**config.mk**
```make
export PLATFORM = sky130hd
export DESIGN_NAME = disp_irq_ctrl
export DESIGN_NICKNAME = d
export VERILOG_FILES = /design/src/rtl/disp_irq_pkg.sv /design/src/rtl/dic_status.sv /design/src/rtl/dic_enable.sv /design/src/rtl/dic_burst.sv /design/src/rtl/dic_arm.sv /design/src/rtl/disp_irq_ctrl.sv
export SDC_FILE = /design/constraint.sdc
export NUM_CORES = 1
export LEC_CHECK = 0
export BUFFER_PORTS_ARGS = -buffer_cell sky130_fd_sc_hd__buf_2
export CELL_PAD_IN_SITES_DETAIL_PLACEMENT = 1
export CELL_PAD_IN_SITES_GLOBAL_PLACEMENT = 2
export CORE_ASPECT_RATIO = 0.8
export CORE_MARGIN = 10
export CORE_UTILIZATION = 31
export CTS_BUF_LIST = sky130_fd_sc_hd__clkbuf_8
export CTS_CLUSTER_DIAMETER = 80
export CTS_CLUSTER_SIZE = 8
export DETAILED_ROUTE_END_ITERATION = 16
export PLACE_DENSITY = 0.91
export RECOVER_POWER = 50
export SLEW_MARGIN = 20
export SYNTH_ARGS = -nofsm -noshare
export SYNTH_HDL_FRONTEND = slang
export SYNTH_SLANG_ARGS = --single-unit
```
**constraint.sdc**
```tcl
create_clock -name clk -period 1.6 [get_ports clk]
set_clock_uncertainty 0.15 [all_clocks]
set_input_delay 0.32 -clock clk [delete_from_list [all_inputs] [get_ports clk]]
set_output_delay 0.32 -clock clk [all_outputs]
set_load 0.01 [all_outputs]
```
**src/rtl/disp_irq_pkg.sv**
```systemverilog
package disp_irq_pkg;

  localparam int NSRC      = 5;
  localparam int SRC_EOF   = 0;
  localparam int SRC_UFLOW = 1;
  localparam int SRC_PAL   = 2;
  localparam int SRC_SYNC  = 3;
  localparam int SRC_FDONE = 4;

  typedef logic [NSRC-1:0] src_vec_t;

  typedef enum logic [2:0] {
    A_STATUS  = 3'd0,
    A_ENABLE  = 3'd1,
    A_EN_SET  = 3'd2,
    A_EN_CLR  = 3'd3,
    A_EOI     = 3'd4,
    A_PENDING = 3'd5
  } reg_addr_e;

  // sticky status: clear mask applied first, new pulses win
  function automatic src_vec_t status_next(src_vec_t cur, src_vec_t pulses, src_vec_t clr);
    return (cur & ~clr) | pulses;
  endfunction

  // enable: set mask applied first, clear mask wins
  function automatic src_vec_t enable_next(src_vec_t cur, src_vec_t set, src_vec_t clr);
    return (cur | set) & ~clr;
  endfunction

  function automatic src_vec_t pending(src_vec_t sts, src_vec_t en);
    return sts & en;
  endfunction

endpackage

```
**src/rtl/dic_status.sv**
```systemverilog
module dic_status
  import disp_irq_pkg::*;
(
  input  logic     clk,
  input  logic     rst_n,
  input  src_vec_t evt_i,
  input  src_vec_t clr_i,
  output src_vec_t sts_o
);

  always_ff @(posedge clk or negedge rst_n) begin
    if (!rst_n) sts_o <= '0;
    else        sts_o <= status_next(sts_o, evt_i, clr_i);
  end

endmodule

```
**src/rtl/dic_enable.sv**
```systemverilog
module dic_enable
  import disp_irq_pkg::*;
(
  input  logic     clk,
  input  logic     rst_n,
  input  src_vec_t set_i,
  input  src_vec_t clr_i,
  input  logic     drop_sync_i,
  output src_vec_t en_o
);

  src_vec_t clr_all;

  always_comb begin
    clr_all = clr_i;
    if (drop_sync_i) clr_all[SRC_SYNC] = 1'b1;
  end

  always_ff @(posedge clk or negedge rst_n) begin
    if (!rst_n) en_o <= '0;
    else        en_o <= enable_next(en_o, set_i, clr_all);
  end

endmodule

```
**src/rtl/dic_burst.sv**
```systemverilog
module dic_burst #(
  parameter int SYNC_LIMIT = 50,
  parameter int CNT_W      = $clog2(SYNC_LIMIT + 1)
) (
  input  logic             clk,
  input  logic             rst_n,
  input  logic             sync_evt_i,
  input  logic             eof_evt_i,
  output logic             burst_o,
  output logic [CNT_W-1:0] cnt_o
);

  localparam logic [CNT_W-1:0] LIMIT_V = CNT_W'(SYNC_LIMIT);

  logic clean_q;

  assign burst_o = sync_evt_i && (cnt_o == LIMIT_V);

  always_ff @(posedge clk or negedge rst_n) begin
    if (!rst_n) begin
      cnt_o   <= '0;
      clean_q <= 1'b1;
    end else begin
      if (burst_o)                    cnt_o <= '0;
      else if (sync_evt_i)            cnt_o <= cnt_o + 1'b1;
      else if (eof_evt_i && clean_q)  cnt_o <= '0;

      if (sync_evt_i)     clean_q <= 1'b0;
      else if (eof_evt_i) clean_q <= 1'b1;
    end
  end

endmodule

```
**src/rtl/dic_arm.sv**
```systemverilog
module dic_arm
  import disp_irq_pkg::*;
(
  input  logic     clk,
  input  logic     rst_n,
  input  src_vec_t evt_i,
  input  src_vec_t sts_i,
  input  src_vec_t en_i,
  input  logic     eoi_i,
  output logic     armed_o,
  output logic     irq_o
);

  logic fresh;

  assign fresh = |(evt_i & en_i);
  assign irq_o = armed_o && (|pending(sts_i, en_i));

  always_ff @(posedge clk or negedge rst_n) begin
    if (!rst_n)     armed_o <= 1'b1;
    else if (fresh) armed_o <= 1'b1;
    else if (eoi_i) armed_o <= 1'b0;
  end

endmodule

```
**src/rtl/disp_irq_ctrl.sv**
```systemverilog
module disp_irq_ctrl
  import disp_irq_pkg::*;
#(
  parameter int DATA_W     = 8,
  parameter int SYNC_LIMIT = 50
) (
  input  logic              clk,
  input  logic              rst_n,
  input  logic [NSRC-1:0]   evt_i,
  input  logic              wr_en_i,
  input  logic [2:0]        wr_addr_i,
  input  logic [DATA_W-1:0] wr_data_i,
  input  logic [2:0]        rd_addr_i,
  output logic [DATA_W-1:0] rd_data_o,
  output logic              irq_o,
  output logic              recover_o
);

  localparam int CNT_W = $clog2(SYNC_LIMIT + 1);

  src_vec_t   wmask, sts_clr, en_set, en_clr, sts_q, en_q;
  logic       eoi_wr, burst_hit, armed_q, sync_evt;
  logic [CNT_W-1:0] cnt_q;

  assign wmask   = wr_data_i[NSRC-1:0];
  assign sts_clr = (wr_en_i && wr_addr_i == A_STATUS) ? wmask : '0;
  assign en_set  = (wr_en_i && wr_addr_i == A_EN_SET) ? wmask : '0;
  assign en_clr  = (wr_en_i && wr_addr_i == A_EN_CLR) ? wmask : '0;
  assign eoi_wr  = wr_en_i && wr_addr_i == A_EOI;

  generate
    if (DATA_W > NSRC) begin : g_hi
      logic unused_hi;
      assign unused_hi = ^wr_data_i[DATA_W-1:NSRC];
    end
  endgenerate

  assign sync_evt  = evt_i[SRC_SYNC] && en_q[SRC_SYNC];
  assign recover_o = burst_hit;

  dic_status u_status (
    .clk(clk), .rst_n(rst_n), .evt_i(evt_i), .clr_i(sts_clr), .sts_o(sts_q)
  );

  dic_enable u_enable (
    .clk(clk), .rst_n(rst_n), .set_i(en_set), .clr_i(en_clr),
    .drop_sync_i(burst_hit), .en_o(en_q)
  );

  dic_burst #(.SYNC_LIMIT(SYNC_LIMIT), .CNT_W(CNT_W)) u_burst (
    .clk(clk), .rst_n(rst_n), .sync_evt_i(sync_evt), .eof_evt_i(evt_i[SRC_EOF]),
    .burst_o(burst_hit), .cnt_o(cnt_q)
  );

  dic_arm u_arm (
    .clk(clk), .rst_n(rst_n), .evt_i(evt_i), .sts_i(sts_q), .en_i(en_q),
    .eoi_i(eoi_wr), .armed_o(armed_q), .irq_o(irq_o)
  );

  always_comb begin
    rd_data_o = '0;
    case (rd_addr_i)
      A_STATUS:  rd_data_o[NSRC-1:0] = sts_q;
      A_ENABLE:  rd_data_o[NSRC-1:0] = en_q;
      A_PENDING: rd_data_o[NSRC-1:0] = pending(sts_q, en_q);
      default:   rd_data_o = '0;
    endcase
  end

endmodule

```
=== After elaboration in Yosys (flattened, before gate mapping) ===
Index checks and enable logic that the tools add are counted.

* Equality and inequality tests: 6
* Muxes and demuxes: 12
* Reduce and logical (&&, ||, !) cells: 15
* $add $sub $neg: 1
* Bitwise logic cells: 8

{| class="wikitable"
|+ Operators with widths
! kind !! number
|-
| AND 5 bit || 4
|-
| two-way mux 6 bit || 3
|-
| two-way mux 5 bit || 3
|-
| case mux 5 bit (3 select lines) || 1
|-
| NOT 5 bit || 2
|-
| OR 5 bit || 2
|-
| OR reduction 5 bit || 2
|-
| logical AND 1 bit || 8
|-
| adder 6 x 1 -> 6 bit (second input constant) || 1
|-
| equality test 3 x 2 -> 1 bit (second input constant) || 2
|-
| equality test 3 bit (second input constant) || 2
|-
| equality test 6 bit (second input constant) || 1
|-
| zero test 3 bit || 2
|-
| two-way mux 1 bit || 5
|-
| nonzero test 2 bit || 2
|-
| equality test 3 x 1 -> 1 bit (second input constant) || 1
|-
| nonzero test 3 bit || 1
|}

* Register bits: 18
* Output and inout bits: 10
* Logic and storage cells: 47
* Input port bits: 22

=== Logic depth before layout (Yosys ltp) ===
Gate-level depths: netlist (run 1).

* Word-level depth: 6
* Mapped depth: 5
* Mapped depth without buffers: 5

=== Modules after synthesis ===
Synthesis (run 1) repeated with hierarchy kept, for this count alone.

* Cells, all modules: 119
* Area, all modules: 1126.1 µm²

{| class="wikitable"
|+ Modules (own cells, without submodules)
! module !! sequential area each (µm²) !! cells an instance !! instances !! area each (µm²)
|-
| dic_burst || 176.4 || 37 || 1 || 394.1
|-
| disp_irq_ctrl || 0.0 || 43 || 1 || 299.0
|-
| dic_status || 125.1 || 15 || 1 || 181.4
|-
| dic_enable || 125.1 || 15 || 1 || 168.9
|-
| dic_arm || 26.3 || 9 || 1 || 82.6
|}

=== Least setup slack after synthesis (run 1) ===
Ideal clock, no wire load.

* Path kind: register -> output
* From: register u_burst.cnt_o[0]
* To: output port recover_o
* Cell stages (with the launch flop): 5
* Arrival time: 1144 ps
* Slack: -14 ps
* Required time: 1130 ps
* Path through: dfrtp_1 > inv_1 > ha_1 > nand4bb_1 > nor3_1

* Word-level cells in the longest chain between the ends: 2

{| class="wikitable"
|+ RTL lines
! what !! RTL line !! text
|-
| from (decl) || dic_burst.sv:10 || <nowiki>output logic [CNT_W-1:0] cnt_o</nowiki>
|-
| from (signal assigned) || dic_burst.sv:25 || <nowiki>else if (sync_evt_i) cnt_o <= cnt_o + 1'b1;</nowiki>
|-
| equality test 6 bit || dic_burst.sv:17 || <nowiki>assign burst_o = sync_evt_i && (cnt_o == LIMIT_V);</nowiki>
|-
| logical AND 1 bit || dic_burst.sv:17 ||
|-
| to (decl) || disp_irq_ctrl.sv:16 || <nowiki>output logic recover_o</nowiki>
|}

Every way passes these cells.

=== Final worst setup path (run 1) ===
Same ends and word-level chain as after synthesis.

==> results.md, run 1 <==
* XOR/XNOR Fraction of Synth Area at less than 1%
* Synth-to-Final Area Change at 42.4%
* WL per Instance at 18.0 um
* Synth top area cells: dfrtp_1, dfstp_2, a21o_1, nand2_1, nand2b_1
* Post-Synth Adder-Cell Area at under 10%
* RePlAce Congestion at slightly below 0.8
* Initial Utilization at 33.0%
* Met2 global-route usage at between 10% and 20%
* Pwr/cell area at 932 nW/um^2
* Post-Syn Instances at approximately 110
* Setup WS pre-CTS at -33.5 ps
* Startpoint Class: register
* Hold endpoint: u_status.sts_o[2]
* CORE AREA at 3150 um^2
* Layout cells sized above 1 at 40.8%
* Port Buffer Count at 25
* Final worst slack at -235 ps
* Initial antenna violation count at 0
* Sink Count at 18
* Area leader, netlist: dfrtp_1
* Synth Area in Compound Gates at 22.2%
* Initial DRC count at 62
* First-pass GRT wire length at 5630 um
* Hold Path Class: input port to register
* Design Power at 1.38 mW
* Setup CP Type: register to output pin
* R2r endpoint: u_burst.cnt_o[2]
* Total grt overflow at 0
* Yosys warns at 0
* Slew Viols, Final at 0
* Violated checks: setup timing
* Final Hold Viols at 0
* P_leak at 0.696 nW
* Cell Count, Final, Fillers Out at 197
* Vias per cell at 5.35
* Critical path data arrival time at 1370 ps
* Vias in the first global route at 1119
* Top cell type's share of synthesized area at 38.5%
* Number of max-cap violations at 0
* Clock latency at the later pin of the worst-skew pair at ~250 ps
* Setup_tns at -1220 ps
* WHS Path Cells at 2
* Fin crit period at roughly 1800 ps
* Reg2Reg Setup Slack at -90 ps
* Final Cycle Share at 115%
* Worst setup EP type: output pin
* Final wirelength at 3540 um
* Max Clock Freq at 545 MHz
* Seq/Total Area, Yosys at 43.5%
* M3 GR Usage at 2.60%
* Area share of and/or/nand/nor cells after synthesis at 24.0%
* Inserted Clock Buffers at 3
* Worst path cell trace: inv_1 -> ha_1 -> nand4bb_1 -> nor3_2 -> buf_2
* Dpl hpwl at between 2000 and 2500 um
* Outcome: complete, but fails checks
* Via count at 1054
* Largest family of logic cells by synthesized area: simple AND/OR/NAND/NOR gates
* CP max-delay cell: dfrtp_1
* Critical Path Max Stage Delay at ~380 ps
* CP max FO at 2
* H-Tree Depth at 1
* Final setup viols at 11
* Chip width at 84.8 um
* Number of nets in the layout at 182
* Site Rows at 18
* Inst Count DP at 178
* Reg2reg start: u_burst.cnt_o[0]
* Die area at approximately 6000 um^2
* Worst reg2reg path depth at 8
* Max Buffers Root-to-Sink at 2
* Distinct cells, synth at 37
* Post-Syn Area at 1040 um^2
* IO Count at 32
* Gr usage total at between 10% and 20%
* Syn_area_per_cell at 9.73 um^2
* Met1 Use GR at 13.8%
* Grt peak-use layer: met2
* Drc violations at 0
* Mux contribution to synthesized area at under 10%
* Drt pass-1 iters at 4
* CTS tree: done
* Req. time, crit path at between 1000 and 1500 ps
* Buf/Inv on CP at 2
* Diode count at 0
* HP Start: evt_i[2]
* Root Driver: clkbuf_8
* Max IR drop VDD at 0.787 mV
* Clock slew at reported path FFs at roughly 70 ps
* Flop and latch count out of synthesis at 18
* Final ANT Viol Nets at 0
* Pin count of the biggest net entering global routing at 19
* Top delay family on crit path: flip-flops
* Unrepaired setup endpoints after global routing: true
* Die height at 71.8 um
## synthesized netlist by cell type
cell	number
dfrtp_1	16
nand2_1	12
nor2_1	8
a21o_1	6
nand2b_1	6
o21ai_0	6
a22oi_1	4
a31oi_1	4
a32oi_1	4
inv_1	4
a21oi_1	3
buf_4	3
and3b_1	2
dfstp_2	2
ha_1	2
mux2i_1	2
nand3_1	2
nor3b_1	2
a21boi_0	1
a222oi_1	1
a32o_1	1
and2_1	1
and3_1	1
and3_4	1
and4_1	1
buf_6	1
conb_1	1
nand4_1	1
nand4bb_1	1
nor3_1	1
nor3_2	1
nor4b_4	1
o21bai_1	1
o2bb2ai_1	1
o31ai_1	1
or3_1	1
xor2_1	1
## cells by family (layout without fill, tap and decap cells)
family,Yosys count,count (layout)
and+or+nand+nor,42,42
AOI/OAI and AO/OA,33,33
DFF,18,18
buffers and inverters,8,56
adders and majority gates,2,2
muxes,2,2
other,1,3
xor gates and xnor gates,1,1
## state kept, by name (all words and copies together) (netlist names)
signal and cells:
u_burst.clean_q 1, u_status.sts_o 5, u_enable.en_o 5, u_arm.armed_o 1, u_burst.cnt_o 6
## layout by cell type (no fill, tap or decap), types with 2 or more instances in the layout
cell,count
nand2b_1,2
and3b_1,2
nor3b_1,2
o21ai_1,2
nand2b_4,4
mux2i_1,2
a21oi_1,3
nor3_2,2
dfstp_2,2
buf_2,23
a32oi_2,2
conb_1,3
ha_1,2
nand2_1,12
a21o_1,6
buf_4,22
clkbuf_8,4
nor2_1,7
inv_1,4
a32oi_1,2
o21ai_0,3
nand3_1,2
dfrtp_1,16
a22oi_1,4
a31oi_1,4
## worst register-to-register path, delay by kind of cell (launching register included)
| kind | cells | cell delay (ps) |
|---|---|---|
| compound gates | 2 | 240 |
| fa+ha+maj | 1 | 160 |
| buf+inv | 4 | 490 |
| flops | 1 | 380 |
| simple gates | 1 | 150 |
## worst max path at each step
stage	start	end	cells past startpoint
6_report	u_burst.cnt_o[0]	recover_o	5
5_1_grt	u_burst.cnt_o[0]	recover_o	5
4_1_cts	u_burst.cnt_o[0]	recover_o	5
3_5_place_dp	u_burst.cnt_o[0]	recover_o	5
3_3_place_gp	u_burst.cnt_o[0]	recover_o	5
2_1_floorplan	u_burst.cnt_o[0]	recover_o	4
## metrics by stage
| stage | cell area, um^2 | utilization, % | hold WS [ps] |
|---|---|---|---|
| 2_1_floorplan | 1050 | - | -126 |
| 3_3_place_gp | 1250 | 39.8 | 118 |
| 3_5_place_dp | 1250 | 39.8 | 126 |
| 4_1_cts | 1410 | 44.6 | 109 |
| 5_1_grt | 1480 | 47.0 | 136 |
| 6_report | 1480 | 47.0 | 125 |
## area by class of cell
| cell class | count | area, um^2 |
|---|---|---|
| Timing Repair Buffer | 48 | 299 |
| Fill cell | 377 | 1670 |
| Multi-Input combinational cell | 83 | 611 |
| Tap cell | 40 | 50.0 |
| Sequential cell | 18 | 453 |
| Inverter | 4 | 15.0 |
| Clock buffer | 4 | 55.1 |
## repair_timing
item / in CTS / in global routing
endpoints found under the setup margin: 7 / 12
setup buffers: 9 / 5
hold endpoints to repair: 16 / 0
hold buffers: 1 / 0
pin swaps: 6 / 7
resized for setup: 6 / 7
## per-layer routing
| layer | part of all wire, % | wire [um] |
|---|---|---|
| met1 | 46 | 1630 |
| met2 | 47 | 1670 |
| met3 | 3.6 | 126 |
| met4 | 3.2 | 114 |
| met5 | 0 | 0 |
## power breakdown
group	internal [mW]	switching (mW)
Clock	0.219	0.164
Sequential	0.521	0.0551
Combinational	0.202	0.221
Total	0.942	0.439
(Power assumes the default switching activity.)
==> run 2: changes to the inputs <==
--- a/config.mk
+++ b/config.mk
@@ -5,17 +5,18 @@
 export SDC_FILE = /design/constraint.sdc
 export NUM_CORES = 1
 export LEC_CHECK = 0
+export ABC_AREA = 1
 export BUFFER_PORTS_ARGS = -buffer_cell sky130_fd_sc_hd__buf_2
 export CELL_PAD_IN_SITES_DETAIL_PLACEMENT = 1
 export CELL_PAD_IN_SITES_GLOBAL_PLACEMENT = 2
 export CORE_ASPECT_RATIO = 0.8
 export CORE_MARGIN = 10
-export CORE_UTILIZATION = 31
-export CTS_BUF_LIST = sky130_fd_sc_hd__clkbuf_8
+export CORE_UTILIZATION = 27
+export CTS_BUF_LIST = sky130_fd_sc_hd__clkbuf_16
 export CTS_CLUSTER_DIAMETER = 80
 export CTS_CLUSTER_SIZE = 8
 export DETAILED_ROUTE_END_ITERATION = 16
-export PLACE_DENSITY = 0.91
+export PLACE_DENSITY = 0.89
 export RECOVER_POWER = 50
 export SLEW_MARGIN = 20
 export SYNTH_ARGS = -nofsm -noshare
==> run 2 against run 1 <==
Effect of this change:
- the run still ends with setup timing left
- non-clock buffer count shrank 7
- first-iteration DRC count decreased by 42%
- worst hold slack lost 5.1 ps
- core utilization shrank 7.4 points
- sequential power about the same
- worst setup slack better by 96 ps
- sequential share of layout area shrank 0.71 points
- critical endpoint unchanged
==> results.md, run 2 <==
* Outcome: complete, but fails checks
* Violated checks: setup timing
* Net Sw Frac at 30.5% (-1.3 points)
* Req. time, crit path at 1130 ps (about the same)
* Worst path cell trace: inv_2 -> ha_4 -> nand2_4 -> nor2_4 -> nand3_2 -> inv_2 -> buf_6
* CP max-delay cell: dfrtp_1
* P_int at 1.05 mW (+11%)
* Sink Count at 18 (unchanged)
* Number of max-cap violations at 0 (unchanged)
* Min Hold Slack at 120 ps (-5.10 ps)
* Flop and latch count out of synthesis at 18 (unchanged)
* Pwr/cell area at 992 nW/um^2 (+6.5%)
* CORE AREA at 3830 um^2 (+21%)
* Die height at 76.6 um (+6.7%)
* Max Clock Freq at 575 MHz (+5.5%)
* Area after DPL at 1340 um^2 (+6.5%)
* Final ANT Viol Nets at 0 (unchanged)
* Site Rows at 20 (+2)
* Clock latency at the later pin of the worst-skew pair at 250 ps (about the same)
* Largest reg by FF count: u_burst.cnt_o
* Final wirelength at 3140 um (-11%)
* Clock slew at reported path FFs at 50 ps (-20 ps)
* Top flop regs: u_burst.cnt_o (6), u_enable.en_o (5), u_status.sts_o (5)
* Initial Utilization at 28.3% (-4.7 points)
* Inserted Clock Buffers at 3 (unchanged)
* Final Hold Viols at 0 (unchanged)
* Most instantiated cells after synthesis: nand2_1, inv_1, dfrtp_1
* Fin crit period at 1740 ps (-95.9 ps)
* Post-Synth Adder-Cell Area at 2.31% (-0.092 points)
* Initial DRC count at 36 (-42%)
* Vias per cell at 4.36 (-19%)
* Max reg flops at 6 (unchanged)
* Die area at 6960 um^2 (+14%)
* Most frequent cells in the layout: nand2_1, inv_1, buf_2, dfrtp_1, buf_4
* Final Cycle Share at 109% (-6.0 points)
* Largest family of logic cells by synthesized area: simple AND/OR/NAND/NOR gates
* Sequential share of power at 38.1% (-3.6 points)
* Port Buffer Count at 25 (unchanged)
* Clock Power Share at 33.3% (+5.6 points)
* Startpoint Class: register
* Dpl hpwl at 2530 um (+6.5%)
* Post-Syn Instances at 153 (+43%)
* CP most frequent cell: inv_2
* Root Driver: clkbuf_16
* Initial antenna violation count at 0 (unchanged)
* Post-Syn Area at 1080 um^2 (+4.0%)
* Layout cells sized above 1 at 27.9% (-13 points)
* H-Tree Depth at 1 (unchanged)
* Critical path data arrival time at 1270 ps (-100 ps)
* Ys async rst share at 100% (unchanged)
* Max IR drop VDD at 0.313 mV (-60%)
* P_leak at 0.816 nW (+17%)
* Unrepaired setup endpoints after global routing: true
* RePlAce Congestion at 0.793 (+1.8%)
* Total grt overflow at 0 (unchanged)
* Chip width at 90.8 um (+7.1%)
* Top cell type's share of synthesized area at 37.0% (-1.5 points)
* Design Power at 1.51 mW (+9.0%)
* Number of nets in the layout at 222 (+22%)
* CP max FO at 3 (+1)
* Slew Viols, Final at 0 (unchanged)
* Seq/Total Area, Yosys at 41.8% (-1.7 points)
* Finished Cell Area at 1520 um^2 (+2.4%)
* Diode count at 0 (unchanged)
* Yosys warns at 0 (unchanged)
* Switch Pwr at 0.459 mW (+4.4%)
* Top-count cell post-synth: nand2_1
* Post-synth EDFFs at 0 (unchanged)
* XOR/XNOR Fraction of Synth Area at 2.43% (+1.6 points)
* Drc violations at 0 (unchanged)
* Logic pwr share at 28.7% (-1.9 points)
* Via count at 1098 (+4.2%)
* Max Buffers Root-to-Sink at 2 (unchanged)
* Mux contribution to synthesized area at 0% (-1.9 points)
* IO Count at 32 (unchanged)
* Distinct cells, synth at 24 (-35%)
* Critical Path Max Stage Delay at 390 ps (about the same)
* Synth top area cells: dfrtp_1, nand2_1, inv_1, nand3_1, o21ai_0
* Vias in the first global route at 1212 (+8.3%)
* Commonest non-fill, non-tap cell in the layout: nand2_1
* Area leader, netlist: dfrtp_1
* CTS tree: done
* Worst setup EP type: output pin
* Gr usage total at 9.27% (-1.8 points)
* Drt pass-1 iters at 2 (-2)
* Synth-to-Final Area Change at 40.2%
* Hold Path Class: input port to register
* First-pass GRT wire length at 5440 um (-3.4%)
* Pin count of the biggest net entering global routing at 19 (unchanged)
* Synth Area in Compound Gates at 12.4% (-9.9 points)
* Setup CP Type: register to output pin
* Buf/Inv on CP at 3 (+1)
* Area share of and/or/nand/nor cells after synthesis at 29.9% (+5.9 points)
* Fillers at 498 (+32%)
* Syn_area_per_cell at 7.07 um^2 (-27%)
* Final setup viols at 2 (-9)
* Primary FF master, synth: dfrtp_1
* Final worst slack at -139 ps (+95.9 ps)
* WL per Instance at 12.5 um (-31%)
* Top delay family on crit path: flip-flops
-- run 2: path summary, 6_finish.rpt --
path	startpoint	endpoint	slack, ps	depth (start not counted)
worst max-delay path	u_burst.cnt_o[0]	recover_o	-140	7
worst min-delay path	evt_i[3]	u_status.sts_o[3]	120	2
worst max register to register	u_burst.cnt_o[0]	u_burst.cnt_o[5]	130	9
worst min register to register	u_burst.cnt_o[5]	u_burst.cnt_o[5]	330	2
max in group asynchronous	rst_n	u_burst.clean_q	550	2
min in group asynchronous	rst_n	u_enable.en_o[3]	400	2
-- run 2: layer usage --
layer,GRT usage (%),wire length (um),up-vias
met3,1.08,63,2
met1,12.0,1600,517
met4,4.22,30,0
li1,-,-,563
met5,0,0,-
met2,15.0,1440,16
-- run 2: logic make-up after synthesis --
family,after synthesis
AOI/OAI and AO/OA,23
xor gates and xnor gates,3
adders and majority gates,2
buffers and inverters,28
DFF,18
other,1
and+or+nand+nor,78
-- run 2: through the flow --
step / utilization (%) / setup TNS (ps) / instances / worst slack (ps)
6_report: 39.6 / -150 / 252 / -139
5_1_grt: 39.6 / -275 / 252 / -208
4_1_cts: 38.7 / -196 / 251 / -196
3_5_place_dp: 34.9 / -58.5 / 242 / -58.5
3_3_place_gp: 34.9 / -56.1 / 242 / -56.1
2_1_floorplan: - / 0 / 155 / 119
-- run 2: worst register-to-register path, delay by kind of cell, from the launching register on --
family | cells | cell delay [ps]
flops | 1 | 370
buf+inv | 3 | 330
simple gates | 4 | 250
compound gates | 1 | 180
fa+ha+maj | 1 | 160
-- run 2: power by group through the flow --
| stage | Clock [mW] | Combinational (mW) | Sequential [mW] |
|---|---|---|---|
| after global routing | 0.539 | 0.488 | 0.583 |
| after detailed placement | 0 | 0.369 | 0.575 |
| after global placement | 0 | 0.359 | 0.573 |
| final | 0.501 | 0.432 | 0.573 |
| after CTS | 0.525 | 0.409 | 0.572 |
| after floorplan | 0 | 0.195 | 0.579 |
-- run 2: layout make-up --
| class | instances | area [um^2] | area share [%] |
|---|---|---|---|
| multi-input combinational | 109 | 566 | 37.3 |
| sequential | 18 | 453 | 29.8 |
| clock buffer | 3 | 75.1 | 4.95 |
| clock inverter | 1 | 3.75 | 0.247 |
| inverter | 25 | 95.1 | 6.27 |
| tap | 55 | 68.8 | 4.53 |
| timing repair buffer | 41 | 256 | 16.9 |
-- run 2: what timing repair did --
item	4_1_cts	5_1_grt
buffers inserted	4	2
gates resized for setup	8	9
pin swaps	3	4
hold buffers	1	0
setup endpoints to repair	3	8
endpoints found under the hold margin	16	0
